`src/rtl/tgen_pkg.sv`:
```
package tgen_pkg;
  localparam int MAX_RATIO = 40;
  localparam int CNT_W = $clog2(2 * MAX_RATIO);
  localparam int PH_W = 3;
  localparam int SEL_W = 3;

  typedef struct packed {
    logic wordEnd;
    logic [CNT_W-1:0] nextPos;
    logic [CNT_W-1:0] period;
    logic rotateOk;
    logic [PH_W-1:0] phase;
  } tick_t;

  function automatic logic [CNT_W-1:0] ratioOf(input logic [SEL_W-1:0] sel);
    logic [CNT_W-1:0] r;
    case (sel)
      3'd0: r = CNT_W'(4);
      3'd1: r = CNT_W'(5);
      3'd2: r = CNT_W'(8);
      3'd3: r = CNT_W'(10);
      3'd4: r = CNT_W'(16);
      3'd5: r = CNT_W'(20);
      3'd6: r = CNT_W'(32);
      default: r = CNT_W'(40);
    endcase
    return r;
  endfunction

  function automatic logic [CNT_W-1:0] periodOf(input logic [SEL_W-1:0] sel, input logic half);
    return half ? (ratioOf(sel) << 1) : ratioOf(sel);
  endfunction

  function automatic logic rotateAllowed(input logic [SEL_W-1:0] sel);
    return !(sel == 3'd1 || sel == 3'd3);
  endfunction
endpackage

```
`src/rtl/tgen_ctrl.sv`:
```
module tgen_ctrl
  import tgen_pkg::*;
(
  input  logic             clk,
  input  logic             rstN,
  input  logic [SEL_W-1:0] ratioSel,
  input  logic             divHalf,
  input  logic [PH_W-1:0]  phaseSel,
  output tick_t            tick
);
  logic [SEL_W-1:0] cfgSel, nextSel;
  logic             cfgDiv, nextDiv;
  logic [PH_W-1:0]  cfgPh, nextPh;
  logic [CNT_W-1:0] pos, nextPos, curR, curP;
  logic             periodEnd;

  always_comb begin
    curR = ratioOf(cfgSel);
    curP = periodOf(cfgSel, cfgDiv);
    periodEnd = (pos == curP - CNT_W'(1));
    nextPos = periodEnd ? '0 : pos + CNT_W'(1);
    nextSel = periodEnd ? ratioSel : cfgSel;
    nextDiv = periodEnd ? divHalf : cfgDiv;
    nextPh = periodEnd ? phaseSel : cfgPh;
  end

  always_ff @(posedge clk) begin
    if (!rstN) begin
      cfgSel <= ratioSel;
      cfgDiv <= divHalf;
      cfgPh <= phaseSel;
      pos <= '0;
    end else begin
      cfgSel <= nextSel;
      cfgDiv <= nextDiv;
      cfgPh <= nextPh;
      pos <= nextPos;
    end
  end

  always_comb begin
    tick.wordEnd = (pos == curR - CNT_W'(1)) || periodEnd;
    tick.nextPos = nextPos;
    tick.period = periodOf(nextSel, nextDiv);
    tick.rotateOk = rotateAllowed(nextSel);
    tick.phase = nextPh;
  end
endmodule

```
`src/rtl/tgen_dp.sv`:
```
module tgen_dp
  import tgen_pkg::*;
(
  input  logic  clk,
  input  logic  rstN,
  input  tick_t tick,
  output logic  wordStrobe,
  output logic  lsClk
);
  localparam int PW = PH_W + CNT_W;

  logic [PW-1:0]    prod;
  logic [CNT_W-1:0] offset;
  logic [CNT_W:0]   relPos;
  logic             highNext;

  always_comb begin
    prod = PW'(tick.phase) * PW'(tick.period);
    offset = tick.rotateOk ? prod[PW-1:PH_W] : '0;
    if (tick.nextPos >= offset)
      relPos = {1'b0, tick.nextPos} - {1'b0, offset};
    else
      relPos = {1'b0, tick.nextPos} + {1'b0, tick.period} - {1'b0, offset};
    highNext = relPos < {1'b0, tick.period >> 1};
  end

  always_ff @(posedge clk) begin
    if (!rstN) begin
      wordStrobe <= 1'b0;
      lsClk <= 1'b0;
    end else begin
      wordStrobe <= tick.wordEnd;
      lsClk <= highNext;
    end
  end
endmodule

```
`src/rtl/word_timing_gen.sv`:
```
module word_timing_gen
  import tgen_pkg::*;
(
  input  logic       clk,
  input  logic       rstN,
  input  logic [2:0] ratioSel,
  input  logic       divHalf,
  input  logic [2:0] phaseSel,
  output logic       wordStrobe,
  output logic       lsClk
);
  tick_t tick;

  tgen_ctrl u_ctrl (
    .clk(clk), .rstN(rstN), .ratioSel(ratioSel),
    .divHalf(divHalf), .phaseSel(phaseSel), .tick(tick)
  );

  tgen_dp u_dp (
    .clk(clk), .rstN(rstN), .tick(tick),
    .wordStrobe(wordStrobe), .lsClk(lsClk)
  );
endmodule

```
`config.mk`:
```
export PLATFORM = sky130hd
export DESIGN_NAME = word_timing_gen
export DESIGN_NICKNAME = d
export VERILOG_FILES = /design/src/rtl/tgen_pkg.sv /design/src/rtl/tgen_ctrl.sv /design/src/rtl/tgen_dp.sv /design/src/rtl/word_timing_gen.sv
export SDC_FILE = /design/constraint.sdc
export NUM_CORES = 1
export LEC_CHECK = 0
export ABC_AREA = 1
export CORE_UTILIZATION = 42
export DETAILED_ROUTE_END_ITERATION = 10
export GPL_TIMING_DRIVEN = 0
export MAX_ROUTING_LAYER = met4
export PLACE_DENSITY = 0.62
export SYNTH_ARGS = -nofsm -noshare
export SYNTH_HDL_FRONTEND = slang
export SYNTH_SLANG_ARGS = --single-unit
```
`constraint.sdc`:
```
create_clock -name clk -period 8.23 [get_ports clk]
set_clock_uncertainty 0.1 [all_clocks]
set_input_delay 0.823 -clock clk [delete_from_list [all_inputs] [get_ports clk]]
set_output_delay 0.823 -clock clk [all_outputs]
set_load 0.005 [all_outputs]
```
* Word level (Yosys, flattened, before mapping) *
Cells that the tools add are included.

cells by class
  add/subtract/negate cells = 6
  multipliers = 1
  divide/modulo/power cells = 0
  $lt $le $gt $ge = 2
  equality and inequality tests = 14
  shift operators = 0
  multiplexer cells = 13
  bitwise operators = 0
  reductions and logical operators = 4

operators by type and width
  cell                   count
  $pmux W6 S7            2
  $mux W7                4
  $eq A3 B3 Y1 const B   6
  $eq A7 B7 Y1           2
  $eq A3 B2 Y1 const B   4
  $mux W3                4
  $mul A3 B7 Y10         1
  $add A7 B7 Y8          1
  $lt A8 B6 Y1           1
  $mux W8                1
  $sub A7 B7 Y8          1
  $sub A8 B7 Y8          1
  $add A7 B1 Y7 const B  1
  $ge A7 B7 Y1           1
  $sub A6 B1 Y7 const B  1
  $sub A7 B1 Y7 const B  1
  $eq A3 B1 Y1 const B   2
  $logic_not A3 Y1       2
  $logic_or A1 B1 Y1     2
  $mux W1                2

storage, ports and cells
  bits in registers = 16
  latch bits = 0
  bits in writable memories = 0
  bits in read-only memories = 0
  bits of input ports = 9
  output and inout bits = 2
  memories kept = 0

* Longest topological paths before layout *
Gate-level depths: netlist of the first run.

  word-level depth = 14
  depth in mapped cells = 47
  gate-level depth less buffers = 45

* Cells and area by module *
From an unflattened synthesis of the first run, not the netlist that was laid out.

unflattened totals
  cells, all modules = 489
  area, all modules = 2991.6 µm²

by module, submodules not included
  module     times used  cells each  area each (µm²)  seq. area each (µm²)
  tgen_dp    1           259         1641.6           40.0
  tgen_ctrl  1           230         1350.0           280.3

* Worst setup path before layout of the first run *
OpenSTA, ideal clock, no wires.

  kind = register to register
  from = register u_ctrl.cfgSel[2]
  to = register u_dp.lsClk
  library setup time = 0.066 ns
  arrival = 5.940 ns
  required time = 8.064 ns
  setup slack = 2.124 ns
  stages on the path, launching flop included = 42
  cells stage by stage = dfxtp_1 > inv_2 > nand2_1 > nor2_2 > nand2_2 > ha_1 > xor2_1 > o21ai_1 > inv_1 > nand2_4 > nor2_8 > nand2_4 > buf_6 > nand2_1 > nand2_1 > inv_2 > nand2_1 > nand2_1 > [... 6 more ...] > o21bai_1 > or2_2 > nand3_1 > ha_1 > inv_1 > o21ai_0 > a21oi_1 > o21bai_1 > nand2_1 > nand3_1 > clkbuf_1 > mux2_2 > ha_1 > nand2_1 > nand2_1 > nand2_1 > nand2_1 > a21oi_2

on the way
  cells in the longest elaborated chain, start to end = 14
  elaborated cells on any way between the ends = 33

RTL lines
  what                                   line             RTL
  from (decl)                            tgen_ctrl.sv:11  logic [SEL_W-1:0] cfgSel, nextSel;
  from (signal assigned)                 tgen_ctrl.sv:29  cfgSel <= ratioSel;
  from (signal assigned)                 tgen_ctrl.sv:34  cfgSel <= nextSel;
  $eq A3 B3 Y1 (tied with other cells)   tgen_pkg.sv:17   case (sel)
  $pmux W6 S7                            tgen_pkg.sv:17
  $mux W7                                tgen_pkg.sv:31   return half ? (ratioOf(sel) << 1) : ratioOf(sel);
  $sub A7 B1 Y7                          tgen_ctrl.sv:20  periodEnd = (pos == curP - CNT_W'(1));
  $eq A7 B7 Y1                           tgen_ctrl.sv:20
  $mux W3                                tgen_ctrl.sv:22  nextSel = periodEnd ? ratioSel : cfgSel;
  $eq A3 B3 Y1 (tied with other cells)   tgen_pkg.sv:17
  $pmux W6 S7                            tgen_pkg.sv:17
  $mux W7                                tgen_pkg.sv:31
  $mul A3 B7 Y10                         tgen_dp.sv:18    prod = PW'(tick.phase) * PW'(tick.period);
  $mux W7                                tgen_dp.sv:19    offset = tick.rotateOk ? prod[PW-1:PH_W] : '0;
  $sub A8 B7 Y8 (tied with other cells)  tgen_dp.sv:23    relPos = {1'b0, tick.nextPos} + {1'b0, tick.period} - {1'b0, offset};
  $mux W8                                tgen_dp.sv:20    if (tick.nextPos >= offset)
  $lt A8 B6 Y1 (*)                       tgen_dp.sv:24    highNext = relPos < {1'b0, tick.period >> 1};
  to (signal assigned)                   tgen_dp.sv:33    lsClk <= highNext;
  to (decl)                              tgen_dp.sv:8     output logic lsClk

Mark *: on every way between the ends. The rest lies on a longest branch, timed or not.
A chain may end at the register's enable or synchronous reset.

* Worst setup path in the final report of the first run *
  from = register u_ctrl.cfgSel[0]
  to = register u_dp.lsClk

Same word-level chain as after synthesis.

==> results of run 1 <==
-- cell type report --
type	instances	area (µm²)	share of cell area, %
Buffer	6	33.78	1.150
Clock buffer	4	55.05	1.875
Inverter	66	250.2	8.522
Multi-Input combinational cell	318	2083	70.94
Sequential cell	16	320.3	10.91
Tap cell	75	93.84	3.196
Timing Repair Buffer	10	100.1	3.409
-- worst max-delay path, delay by kind of cell, from the launching register on --
family / cells / cell delay (ps)
buf+inv: 6 / 770
fa+ha+maj: 5 / 1730
xor+xnor: 1 / 150
compound gates: 8 / 1380
simple gates: 19 / 1990
flops: 1 / 490
mux: 1 / 390
-- registers in the layout (all words and copies together), names as in the netlist --
register	count
u_ctrl.cfgDiv	1
u_ctrl.cfgPh	3
u_ctrl.cfgSel	3
u_ctrl.pos	7
u_dp.lsClk	1
u_dp.wordStrobe	1
-- metal layers --
metal	share of wire, %	vias to the layer above
met5	0	-
li1	-	1336
met1	50	1132
met2	49	11
met4	0.60	0
met3	0.61	2
-- path summary, 6_finish.rpt --
kind | endpoint
max | u_dp.lsClk
min reg2reg | u_ctrl.pos[4]
min | u_ctrl.pos[4]
max reg2reg | u_dp.lsClk
-- cell usage after synthesis (all sizes together), types with 3 or more instances --
library cell	n	area (µm²)
a21oi	24	123.9
clkbuf	4	15.01
dfxtp	16	320.3
fa	14	280.3
ha	30	375.4
inv	66	250.2
nand2	111	451.7
nand3	34	190.2
nand3b	5	37.54
nand4	5	31.28
nor2	30	143.9
nor3	6	30.03
nor4	3	18.77
o21ai	26	148.9
or2	5	31.28
xnor2	8	70.07
xor2	8	70.07
-- through the flow --
step	instance area (µm²)	std cells	util, %
2_1_floorplan	2688	406	-
3_3_place_gp	2882	491	47.54
3_5_place_dp	2882	491	47.54
4_1_cts	2937	495	48.45
5_1_grt	2937	495	48.45
6_report	2937	495	48.45
-- kinds of logic after synthesis --
logic type               after synthesis  share of synthesized area (%)
AO/OA/AOI/OAI                         57                          12.57
XOR/XNOR                              16                          5.214
adder cells (fa/ha/maj)               44                          24.39
buffers and inverters                 72                          10.57
flip-flops                            16                          11.92
multiplexers                           1                         0.4190
other                                  1                         0.1395
AND/OR/NAND/NOR                      199                          34.78
-- power breakdown --
group	internal (mW)	switching (mW)	total (mW)
clock	0.0424	0.0282	0.0706
combinational	0.273	0.378	0.650
sequential	0.0856	0.00640	0.0920
==> summary.md, run 1 <==
| Metric | Value |
|---|---|
| TritonCTS Sinks | `16` |
| Worst R2R Start | `u_ctrl.cfgSel[0]` |
| CTS hold repair buffers | `0` |
| Mapped Nets | `459` |
| Gr ovfl total | `0` |
| Slowest stage cell on the critical path | `fa_1` |
| Post-synth cell types | `39` |
| Layout cells sized above 1 | `11.19%` |
| Met3 GRT Util | `0.8889%` |
| Design Power | `813.1 µW` |
| #FFs+latches synth | `16` |
| Number of cells upsized or downsized after cts | `0` |
| Antenna diode count | `0` |
| Post-Route WL | `6.022 mm` |
| Leakage power | `1.539 nW` |
| HP Start | `u_ctrl.pos[3]` |
| Most common cell type on the critical path | `nand2_1` |
| Final Max Tran Viols | `0` |
| Worst r2r path cells | `40` |
| Worst slew margin | `62.61%` |
| F_max | `0.1414 GHz` |
| CTS max path bufs | `2` |
| Residual DRC count | `0` |
| Initial Util | `44.34%` |
| Placement Setup Slack | `1213 ps` |
| Clk root buf | `clkbuf_8` |
| Dpl hpwl | `5.180 mm` |
| GP Congestion | `0.8383` |
| Syn Inst Count | `406` |
| Status | `finished, final reports clean` |
| Vias | `2,481` |
| Leading cell type in the layout, fill and taps excluded | `nand2_1` |
| RSZ-0062 raised after global routing | `false` |
| Worst VDD drop | `0.2065 mV` |
| MaxCap Viol Count | `0` |
| Worst setup margin | `1160 ps` |
| Req. time, crit path | `8310 ps` |
| Final Hold Fails | `0` |
| GRT Resource Usage Total | `21.00%` |
| Fin crit share | `85.91%` |
| Register area share after synthesis | `11.92%` |
| CTS tree | `yes` |
| Yosys warnings | `0` |
| Synth Flop Type | `dfxtp_1` |
| Clock period minus worst slack | `7070 ps` |
| H-tree depth | `1` |
| DR pass1 iterations | `4` |
| FILL cells | `646` |
| Mapped Area | `2688 µm²` |
| Worst Tran Pin Value | `556.5 ps` |
| Fraction of met1 tracks used by global routing | `26.40%` |
| R2R setup slack | `1160 ps` |
| Clk slew on worst S/H paths | `70 ps` |
| Vias per cell | `5.012` |
| Worst Hold Class | `flip-flop to flip-flop` |
| Post-CTS setup buffer count | `0` |
| Core Area | `6061 µm²` |
| I/O pin count | `11` |
| GR peak layer | `met2` |
| Final net count | `474` |
| Setup violations, final | `0` |
| Arrival time at the worst endpoint | `7150 ps` |
| Initial antenna violation count | `0` |
| Die Y-Extent | `82.00 µm` |
| Vias in the first global route | `2,334` |
| CP max stage delay | `500 ps` |
| First-pass GRT wire length | `10.57 mm` |
| M2 GR Usage | `37.11%` |
| Total CTS buffers | `3` |
| Power Density | `276.9 nW/µm²` |
| Die Wd | `82.00 µm` |
| Rows | `28` |
| Ys async rst share | `0%` |
| Startpoint types | `flip-flop` |
| Sum Neg Setup Slack | `0 ps` |
| Hold Crit Depth | `4` |
| Largest net degree at the start of global routing | `11` |
| Setup CP Type | `flip-flop to flip-flop` |
| Drt wl/cell | `12.17 µm` |
| Area grow syn2layout | `9.265%` |
| Most frequent cells in the layout | `101 x nand2_1, 55 x inv_1, 30 x nand3_1, 30 x ha_1, 25 x nor2_1` |
| Worst setup EP type | `flip-flop` |
| I/O Buffers | `10` |
| Syn_area_per_cell | `6.620 µm²` |
| CP startpoint | `u_ctrl.cfgSel[0]` |
| Hold_ws | `505.2 ps` |
| DIE AREA | `6723 µm²` |
| Crit Path Max Fanout | `10` |
| Routed Antenna Nets | `0` |
| Later-pin clock latency in the skew report | `250 ps` |
| Initial DRC Count | `96` |
| Number of flops mapped to enable cells by yosys | `0` |
No activity file was read; power rests on OpenSTA's default activity.
==> run 2, diff against run 1 <==
--- a/config.mk
+++ b/config.mk
@@ -10,7 +10,7 @@
 export DETAILED_ROUTE_END_ITERATION = 10
 export GPL_TIMING_DRIVEN = 0
 export MAX_ROUTING_LAYER = met4
-export PLACE_DENSITY = 0.62
+export PLACE_DENSITY = 0.64
 export SYNTH_ARGS = -nofsm -noshare
 export SYNTH_HDL_FRONTEND = slang
 export SYNTH_SLANG_ARGS = --single-unit
==> constraint.sdc (replaced) <==
create_clock -name clk -period 6.3 [get_ports clk]
set_clock_uncertainty 0.1 [all_clocks]
set_input_delay 0.63 -clock clk [delete_from_list [all_inputs] [get_ports clk]]
set_output_delay 0.63 -clock clk [all_outputs]
set_load 0.005 [all_outputs]
==> run 2 against run 1 <==
  * Core utilization is 11 points higher
  * Maximum frequency is 16% higher
  * Highest routed layer unchanged
  * Critical path type unchanged
  * Cell count is 6.7% higher
  * First-iteration DRC count is 19% higher
  * Sequential share of layout area is 1.8 points lower
  * Critical endpoint unchanged
  * Via count is 12% higher
  * Clock power is 9.8% higher
  * Die area stayed put
  * Wire length is 22% higher
  * Worst setup slack worse by 970 ps
==> summary.md, run 2 (synthesis results as in run 1) <==
| Metric | Value |
|---|---|
| Status | `finished, final reports clean` |
| CTS max path bufs | `2` |
| Biggest regs | `u_ctrl.pos: 7 flops, u_ctrl.cfgPh: 3 flops, u_ctrl.cfgSel: 3 flops` |
| DIE AREA | `6723 µm²` |
| Hold_ws | `514.5 ps` |
| Total CTS buffers | `3` |
| Dpl hpwl | `5.134 mm` |
| Post-Route WL | `7.373 mm` |
| Arrival time at the worst endpoint | `6160 ps` |
| Final Util | `59.64%` |
| Hold Crit Depth | `4` |
| H-tree depth | `1` |
| Largest net degree at the start of global routing | `11` |
| CP max stage delay | `530 ps` |
| Area grow syn2layout | `34.50%` |
| Residual DRC count | `0` |
| First-pass GRT wire length | `11.18 mm` |
| Core Area | `6061 µm²` |
| Die Wd | `82.00 µm` |
| Startpoint types | `flip-flop` |
| Later-pin clock latency in the skew report | `250 ps` |
| Final Max Tran Viols | `0` |
| Antenna diode count | `0` |
| Clock period minus worst slack | `6111 ps` |
| Setup CP Type | `flip-flop to flip-flop` |
| Most frequent cells in the layout | `84 x nand2_1, 49 x inv_1, 31 x buf_4` |
| Clk slew on worst S/H paths | `60 ps` |
| Design Power | `1.467 mW` |
| Layout cells sized above 1 | `32.89%` |
| Worst VDD drop | `0.3668 mV` |
| Initial antenna violation count | `0` |
| GP Congestion | `0.8462` |
| Design area | `3615 µm²` |
| Worst slew margin | `47.23%` |
| Leading cell type in the layout, fill and taps excluded | `nand2_1` |
| Worst r2r path cells | `40` |
| TritonCTS Sinks | `16` |
| Die Y-Extent | `82.00 µm` |
| Clk root buf | `clkbuf_8` |
| FILL cells | `555` |
| FF+latch area | `330.3 µm²` |
| Placed instance area | `2882 µm²` |
| Worst Tran Pin Value | `785.4 ps` |
| Worst Hold Class | `flip-flop to flip-flop` |
| Gr ovfl total | `0` |
| Area of the multi-input gates | `2441 µm²` |
| DR pass1 iterations | `4` |
| Routed Antenna Nets | `0` |
| Fin cells | `528` |
| CTS hold repair buffers | `0` |
| F_max | `0.1637 GHz` |
| Power Density | `405.8 nW/µm²` |
| MaxCap Viol Count | `0` |
| Initial DRC Count | `114` |
| Vias per cell | `5.250` |
| CTS tree | `yes` |
| Leakage power | `1.781 nW` |
| Fin crit share | `96.99%` |
| Crit Path Max Fanout | `5` |
| Worst setup EP type | `flip-flop` |
| I/O pin count | `11` |
| Slowest stage cell on the critical path | `fa_1` |
| Vias in the first global route | `2,556` |
| Final net count | `508` |
| Rows | `28` |
| Drt wl/cell | `13.96 µm` |
| Vias | `2,772` |
| Max reg flops | `7` |
| Setup violations, final | `0` |
| Initial Util | `44.34%` |
| GRT Resource Usage Total | `22.22%` |
| DP Cell Count | `491` |
| Final Hold Fails | `0` |
| Largest Register | `u_ctrl.pos` |
| Req. time, crit path | `6350 ps` |
| I/O Buffers | `10` |
## run 2: cell types whose count changed in the layout (fill, tap and decap cells not counted), sizes merged
cell	delta
buf	+33
## run 2: worst max-delay path, delay by kind of cell, from the launching register on
family	cells	cell delay, ps
buf+inv	8	630
fa+ha+maj	6	2140
mux	1	290
compound gates	7	890
simple gates	17	1430
flops	1	370
xor+xnor	1	130
## run 2: cell type report
class / count / share of cell area [%]
buffer: 6 / 1.454
clock buffer: 3 / 1.142
inverter: 66 / 6.992
multi-input combinational: 318 / 67.53
sequential: 16 / 9.138
tap: 75 / 2.596
timing repair buffer: 44 / 11.15
## run 2: metal layers
layer	GRT usage (%)	vias to the layer above	routed length, µm
li1	-	1405	-
met2	40.41	39	3850
met3	0.6667	8	134
met5	-	-	0
met1	26.65	1320	3312
met4	5.965	0	76
## run 2: final timing paths
kind | start | to | slack [ps]
worst max-delay path | u_ctrl.cfgSel[2] | u_dp.lsClk | 190
worst min-delay path | u_ctrl.pos[3] | u_ctrl.pos[4] | 510
worst max register to register | u_ctrl.cfgSel[2] | u_dp.lsClk | 190
worst min register to register | u_ctrl.pos[3] | u_ctrl.pos[4] | 510
## run 2: power breakdown
group,switching [mW],internal (mW)
logic,0.666,0.602
clock network,0.0350,0.0424
registers,0.00883,0.112
## run 2: what timing repair did
| action | CTS | global route |
|---|---|---|
| pin swaps | 7 | 47 |
| setup endpoints to repair | 1 | 1 |
| cloned | 0 | 2 |
| setup buffers | 8 | 25 |
| gates resized for setup | 30 | 72 |
## run 2: metrics by stage
stage / TNS, ps / worst slack [ps]
final: 0 / 189.4
after global routing: -147.2 / -147.2
after CTS: 0 / 15.44
after detailed placement: -656.7 / -656.7
after global placement: -615.1 / -615.1
after floorplan: 0 / 194.1
